## src/rtl/nmi_en_pkg.sv

```systemverilog
package nmi_en_pkg;

    localparam int REG_W   = 8;
    localparam int NUM_SRC = 5;

    typedef enum logic {
        BIT_OPEN   = 1'b0,
        BIT_LOCKED = 1'b1
    } bit_state_e;

    // register position of each source enable
    function automatic int src_bit_pos(input int idx);
        case (idx)
            0:       return 0;
            1:       return 1;
            2:       return 3;
            3:       return 4;
            default: return 5;
        endcase
    endfunction

endpackage

```

## src/rtl/nmi_en_bit.sv

```systemverilog
module nmi_en_bit
    import nmi_en_pkg::*;
(
    input  logic clk,
    input  logic rst_n,
    input  logic wr_hit,
    input  logic wr_bit,
    output logic en_o
);

    bit_state_e state_q, state_d;

    always_ff @(posedge clk) begin
        if (!rst_n) state_q <= BIT_OPEN;
        else        state_q <= state_d;
    end

    always_comb begin
        state_d = state_q;
        unique case (state_q)
            BIT_OPEN:   if (wr_hit && wr_bit) state_d = BIT_LOCKED; // ARM
            BIT_LOCKED: state_d = BIT_LOCKED;                       // HOLD
            default:    state_d = BIT_OPEN;
        endcase
    end

    always_comb begin
        en_o = (state_q == BIT_LOCKED);
    end


    sticky_set_chk: assert property (@(posedge clk) disable iff (!rst_n)
        en_o |=> en_o);


    arm_on_write_chk: assert property (@(posedge clk) disable iff (!rst_n)
        (wr_hit && wr_bit) |=> en_o);


    no_write_stable_chk: assert property (@(posedge clk) disable iff (!rst_n)
        !wr_hit |=> $stable(en_o));


    reset_clear_chk: assert property (@(posedge clk)
        $past(!rst_n) |-> !en_o);

endmodule

```

## src/rtl/nmi_en_gate.sv

```systemverilog
module nmi_en_gate #(
    parameter int N = 5
) (
    input  logic [N-1:0] src_i,
    input  logic [N-1:0] en_i,
    output logic         nmi_o
);

    logic [N-1:0] gated;

    genvar g;
    generate
        for (g = 0; g < N; g++) begin : g_and
            assign gated[g] = src_i[g] & en_i[g];
        end
    endgenerate

    assign nmi_o = |gated;

endmodule

```

## src/rtl/nmi_src_enable.sv

```systemverilog
module nmi_src_enable
    import nmi_en_pkg::*;
(
    input  logic               clk,
    input  logic               rst_n,
    input  logic               reg_sel,
    input  logic               reg_wr,
    input  logic [REG_W-1:0]   reg_wdata,
    output logic [REG_W-1:0]   reg_rdata,
    input  logic [NUM_SRC-1:0] src_req,
    output logic               nmi_req
);

    logic               wr_hit;
    logic [NUM_SRC-1:0] en;

    assign wr_hit = reg_sel & reg_wr;

    genvar i;
    generate
        for (i = 0; i < NUM_SRC; i++) begin : g_bit
            nmi_en_bit u_bit (
                .clk    (clk),
                .rst_n  (rst_n),
                .wr_hit (wr_hit),
                .wr_bit (reg_wdata[src_bit_pos(i)]),
                .en_o   (en[i])
            );
        end
    endgenerate

    always_comb begin
        reg_rdata = '0;
        for (int k = 0; k < NUM_SRC; k++) begin
            reg_rdata[src_bit_pos(k)] = en[k];
        end
    end

    nmi_en_gate #(.N(NUM_SRC)) u_gate (
        .src_i (src_req),
        .en_i  (en),
        .nmi_o (nmi_req)
    );


    req_needs_enable_chk: assert property (@(posedge clk) disable iff (!rst_n)
        nmi_req |-> (|en));


    reserved_zero_chk: assert property (@(posedge clk) disable iff (!rst_n)
        (reg_rdata[2] == 1'b0) && (reg_rdata[7:6] == 2'b00));


    all_masked_chk: assert property (@(posedge clk) disable iff (!rst_n)
        (reg_rdata == '0) |-> !nmi_req);

endmodule

```

## config.mk

```make
export PLATFORM = sky130hd
export DESIGN_NAME = nmi_src_enable
export DESIGN_NICKNAME = d
export VERILOG_FILES = /design/src/rtl/nmi_en_pkg.sv /design/src/rtl/nmi_en_bit.sv /design/src/rtl/nmi_en_gate.sv /design/src/rtl/nmi_src_enable.sv
export SDC_FILE = /design/constraint.sdc
export NUM_CORES = 1
export LEC_CHECK = 0
export CORE_AREA = 2 2 39 41
export CTS_CLUSTER_SIZE = 20
export DETAILED_ROUTE_END_ITERATION = 12
export DIE_AREA = 0 0 41 43
export SYNTH_ARGS = -nofsm -noshare
export SYNTH_HDL_FRONTEND = slang
export SYNTH_SLANG_ARGS = --single-unit
```

## constraint.sdc

```tcl
create_clock -name clk -period 1.25 [get_ports clk]
set_clock_uncertainty 0.15 [all_clocks]
set_input_delay 0.375 -clock clk [delete_from_list [all_inputs] [get_ports clk]]
set_output_delay 0.375 -clock clk [all_outputs]
set_load 0.02 [all_outputs]
```

==> impl_results.html <==
<table>
<tr><th>Metric</th><th>Value</th></tr>
<tr><th colspan="2">Outcome</th></tr>
<tr><td>Run status</td><td>complete, but fails checks</td></tr>
<tr><td>Failing checks</td><td>setup timing</td></tr>
<tr><th colspan="2">Min path</th></tr>
<tr><td>Class of the most critical hold timing path</td><td>register to register</td></tr>
<tr><td>Hold-critical path endpoint</td><td>g_bit[2].u_bit.en_o</td></tr>
<tr><td>Hold path startpoint</td><td>g_bit[2].u_bit.en_o</td></tr>
<tr><td>Worst hold stages</td><td>2</td></tr>
<tr><th colspan="2">CTS</th></tr>
<tr><td>Later-pin clock latency in the skew report</td><td>0.23 ns</td></tr>
<tr><td>Buffer type at the clock tree root</td><td>sky130_fd_sc_hd__clkbuf_4</td></tr>
<tr><td>Sink Count</td><td>5</td></tr>
<tr><td>H-tree Lvls</td><td>1</td></tr>
<tr><td>TritonCTS clock tree</td><td>done</td></tr>
<tr><td>Clock transition at the registers of the reported paths</td><td>0.04 ns</td></tr>
<tr><td>Cts bufs inserted</td><td>3</td></tr>
<tr><td>Maximum buffer depth of the clock tree</td><td>2</td></tr>
<tr><th colspan="2">Layout</th></tr>
<tr><td>Most frequent cells in the layout</td><td>sky130_fd_sc_hd__buf_6 (9), sky130_fd_sc_hd__clkdlybuf4s50_1 (8), sky130_fd_sc_hd__a31oi_1 (5), sky130_fd_sc_hd__nor2b_1 (5), sky130_fd_sc_hd__dfxtp_2 (5)</td></tr>
<tr><td>Core utilization of the finished layout</td><td>35.62%</td></tr>
<tr><td>Growth of design area from synthesis to finish</td><td>98.99%</td></tr>
<tr><td>Largest register FFs</td><td>5</td></tr>
<tr><td>Fraction of final layout cells with drive strength greater than 1</td><td>42.00%</td></tr>
<tr><td>Diodes inserted</td><td>0</td></tr>
<tr><td>Net count, final</td><td>68</td></tr>
<tr><td>Most common cell after layout, fill and taps aside</td><td>sky130_fd_sc_hd__buf_6</td></tr>
<tr><th colspan="2">Route</th></tr>
<tr><td>Via count</td><td>259</td></tr>
<tr><td>Aggregate routed wire length</td><td>630 µm</td></tr>
<tr><td>Remaining routing DRC violations</td><td>0</td></tr>
<tr><td>Number of detailed-route iterations in the first pass</td><td>4</td></tr>
<tr><td>Average vias per placed instance</td><td>3.924</td></tr>
<tr><td>DRT antenna net count</td><td>0</td></tr>
<tr><td>Initial DRC Count</td><td>6</td></tr>
<tr><td>Wire per inst</td><td>9.545 µm</td></tr>
<tr><th colspan="2">Timing</th></tr>
<tr><td>Final hold violations</td><td>0</td></tr>
<tr><td>Post-Route Setup TNS</td><td>-0.6013 ns</td></tr>
<tr><td>Setup ws final</td><td>-0.3703 ns</td></tr>
<tr><td>Portion of the clock cycle consumed by the worst path in the final layout</td><td>129.6%</td></tr>
<tr><td>Slew Limit Fails</td><td>0</td></tr>
<tr><td>Unrepaired setup endpoints after global routing</td><td>true</td></tr>
<tr><td>Endpoints failing setup</td><td>5</td></tr>
<tr><td>Hold slack</td><td>0.3783 ns</td></tr>
<tr><td>Final min period</td><td>1.620 ns</td></tr>
<tr><td>Fmax</td><td>0.6172 GHz</td></tr>
<tr><th colspan="2">Global routing</th></tr>
<tr><td>Largest net degree at the start of global routing</td><td>6</td></tr>
<tr><td>Overall fraction of global-route tracks in use</td><td>8.350%</td></tr>
<tr><td>GRT Residual Overflow</td><td>0</td></tr>
<tr><td>Grt met1 use</td><td>9.709%</td></tr>
<tr><td>Global-route met3 utilization</td><td>4.712%</td></tr>
<tr><td>Most used routing layer in global routing</td><td>met2</td></tr>
<tr><td>First-pass GRT wire length</td><td>931 µm</td></tr>
<tr><td>Met2 routing resource usage after global routing</td><td>10.94%</td></tr>
<tr><td>Number of antenna violations at the first check in global routing</td><td>0</td></tr>
<tr><td>Vias in the first global route</td><td>253</td></tr>
<tr><th colspan="2">Synth</th></tr>
<tr><td>Post-Synth Simple-Gate Area</td><td>14.14%</td></tr>
<tr><td>Synthesized area per cell</td><td>9.175 µm²</td></tr>
<tr><td>Unique masters post-synth</td><td>8</td></tr>
<tr><td>Compound-cell area share of the yosys netlist</td><td>19.70%</td></tr>
<tr><td>Cell area after synthesis</td><td>247.7 µm²</td></tr>
<tr><td>Post-synthesis register bit count</td><td>5</td></tr>
<tr><td>Post-Synth XOR/XNOR Area</td><td>0%</td></tr>
<tr><td>Portion of the post-synthesis area used by sequential elements</td><td>40.40%</td></tr>
<tr><td>Largest family of logic cells by synthesized area</td><td>buffers and inverters</td></tr>
<tr><td>Fraction of synthesized area in multiplexers</td><td>0%</td></tr>
<tr><td>Number of synthesis warnings</td><td>0</td></tr>
<tr><td>Adder-cell area share of the yosys netlist</td><td>0%</td></tr>
<tr><td>Mapped Cells</td><td>27</td></tr>
<tr><th colspan="2">Pwr</th></tr>
<tr><td>Sequential share of power</td><td>36.2%</td></tr>
<tr><td>Power per standard cell area</td><td>989.5 nW/µm²</td></tr>
<tr><td>Internal Dissipation</td><td>368.7 µW</td></tr>
<tr><td>Lkg Pwr</td><td>0.2171 nW</td></tr>
<tr><td>Switching power of the nets</td><td>119.0 µW</td></tr>
<tr><td>Clock Power Share</td><td>37.3%</td></tr>
<tr><td>Proportion of total power due to net switching</td><td>24.40%</td></tr>
<tr><td>Max rail drop VDD</td><td>0.0004029 V</td></tr>
<tr><td>Combinational cell fraction of total power</td><td>26.5%</td></tr>
<tr><th colspan="2">Die</th></tr>
<tr><td>Initial Utilization</td><td>17.90%</td></tr>
<tr><td>Vert. Die Dim</td><td>43 µm</td></tr>
<tr><td>Number of placed I/O pins</td><td>26</td></tr>
<tr><td>Number of placement rows</td><td>14</td></tr>
<tr><td>Total die area</td><td>1763 µm²</td></tr>
<tr><td>Standard cell core area</td><td>1384 µm²</td></tr>
<tr><td>Chip width</td><td>41 µm</td></tr>
<tr><th colspan="2">Setup path</th></tr>
<tr><td>List of cells traversed by the critical path</td><td>a222oi_1 -&gt; nand2_1 -&gt; buf_6</td></tr>
<tr><td>Reg-to-Reg End</td><td>g_bit[0].u_bit.en_o</td></tr>
<tr><td>Critical path buffer and inverter count</td><td>1</td></tr>
<tr><td>Arrival time worst endpoint</td><td>1.10 ns</td></tr>
<tr><td>CP endpoint kind</td><td>output pin</td></tr>
<tr><td>Largest stage delay on the critical path</td><td>0.32 ns</td></tr>
<tr><td>Top fanout value on the critical path</td><td>2</td></tr>
<tr><td>Cell family contributing the most delay on the critical path</td><td>flip-flops</td></tr>
<tr><td>Kind of launch point of the worst setup path</td><td>register</td></tr>
<tr><td>Worst reg-to-reg setup slack</td><td>0.26 ns</td></tr>
<tr><td>Critical path start-end classification</td><td>register to output pin</td></tr>
<tr><td>Reg2reg path depth</td><td>4</td></tr>
<tr><td>Data required time of the worst path</td><td>0.73 ns</td></tr>
<tr><td>Reg2reg start</td><td>g_bit[0].u_bit.en_o</td></tr>
<tr><td>Slowest-stage cell, CP</td><td>sky130_fd_sc_hd__dfxtp_2</td></tr>
<tr><th colspan="2">Placement</th></tr>
<tr><td>Number of buffer cells added on primary ports</td><td>19</td></tr>
<tr><td>Post-DP HPWL</td><td>503.8 µm</td></tr>
<tr><td>Gpl congestion</td><td>0.6572</td></tr>
<tr><th colspan="2">Run</th></tr>
<tr><td>Maximum capacitance violations</td><td>0</td></tr>
</table>
[tightest hold or removal path, cell delays in order (launching register included)]
cell and delay, ns:
sky130_fd_sc_hd__dfxtp_2 0.34, sky130_fd_sc_hd__a31oi_1 0.05, sky130_fd_sc_hd__nor2b_1 0.10
[cell type report]
cell class                      count  area (µm²)
Fill cell                         155       890.9
Multi-Input combinational cell     16       95.09
Tap cell                           16       20.02
Sequential cell                     5       106.4
Clock buffer                        4       26.28
Timing Repair Buffer               25       245.2
[Yosys cell counts, drive strengths merged]
library cell	instances	area [µm²]
buf	8	60.06
a31oi	5	31.28
dfxtp	5	100.1
nor2b	5	31.28
a222oi	1	10.01
a22oi	1	7.510
conb	1	3.750
nand2	1	3.750
[worst max-delay path by stage]
stage                                   start  endpoint  slack, ns  cells past startpoint
after floorplan                    src_req[3]   nmi_req      -0.12                      2
after global placement             src_req[3]   nmi_req      -0.96                      4
after detailed placement           src_req[3]   nmi_req      -0.98                      4
after CTS                 g_bit[4].u_bit.en_o   nmi_req      -0.38                      3
after global routing      g_bit[3].u_bit.en_o   nmi_req      -0.44                      3
final                     g_bit[3].u_bit.en_o   nmi_req      -0.37                      3
[metrics by stage]
stage | power (mW) | std cells | setup slack, ns | area (µm²)
floorplan | 0.2365 | 29 | -0.1197 | 255.2
detailed placement | 0.2997 | 60 | -0.9817 | 435.4
global placement | 0.2984 | 60 | -0.9623 | 435.4
finish | 0.4878 | 66 | -0.3703 | 493.0
global route | 0.5200 | 66 | -0.4426 | 493.0
CTS | 0.4973 | 67 | -0.3804 | 499.2
[metal layers]
layer	share of wire, %	wire length (µm)
met2	43	270
met1	44	276
met3	13	83
met4	0	0
met5	0	0
[power by group through the flow]
stage          registers, mW  logic, mW  clock network (mW)
3_3_place_gp           0.176      0.122                   0
4_1_cts                0.175      0.133               0.189
3_5_place_dp           0.176      0.124                   0
2_1_floorplan          0.176     0.0603                   0
5_1_grt                0.177      0.139               0.204
6_report               0.177      0.129               0.182
[cell families (layout without fill, tap and decap cells)]
kind of cell | Yosys count | after routing
AND/OR/NAND/NOR | 6 | 6
buffers and inverters | 8 | 29
flip-flops | 5 | 5
other | 1 | 3
AO/OA/AOI/OAI | 7 | 7
[repair_timing]
item,4_1_cts,5_1_grt
buffers inserted,3,1
hold buffers,0,0
resized for setup,51,3
pin swaps,3,0
setup endpoints to repair,6,6
No activity file was read; power rests on OpenSTA's default activity.
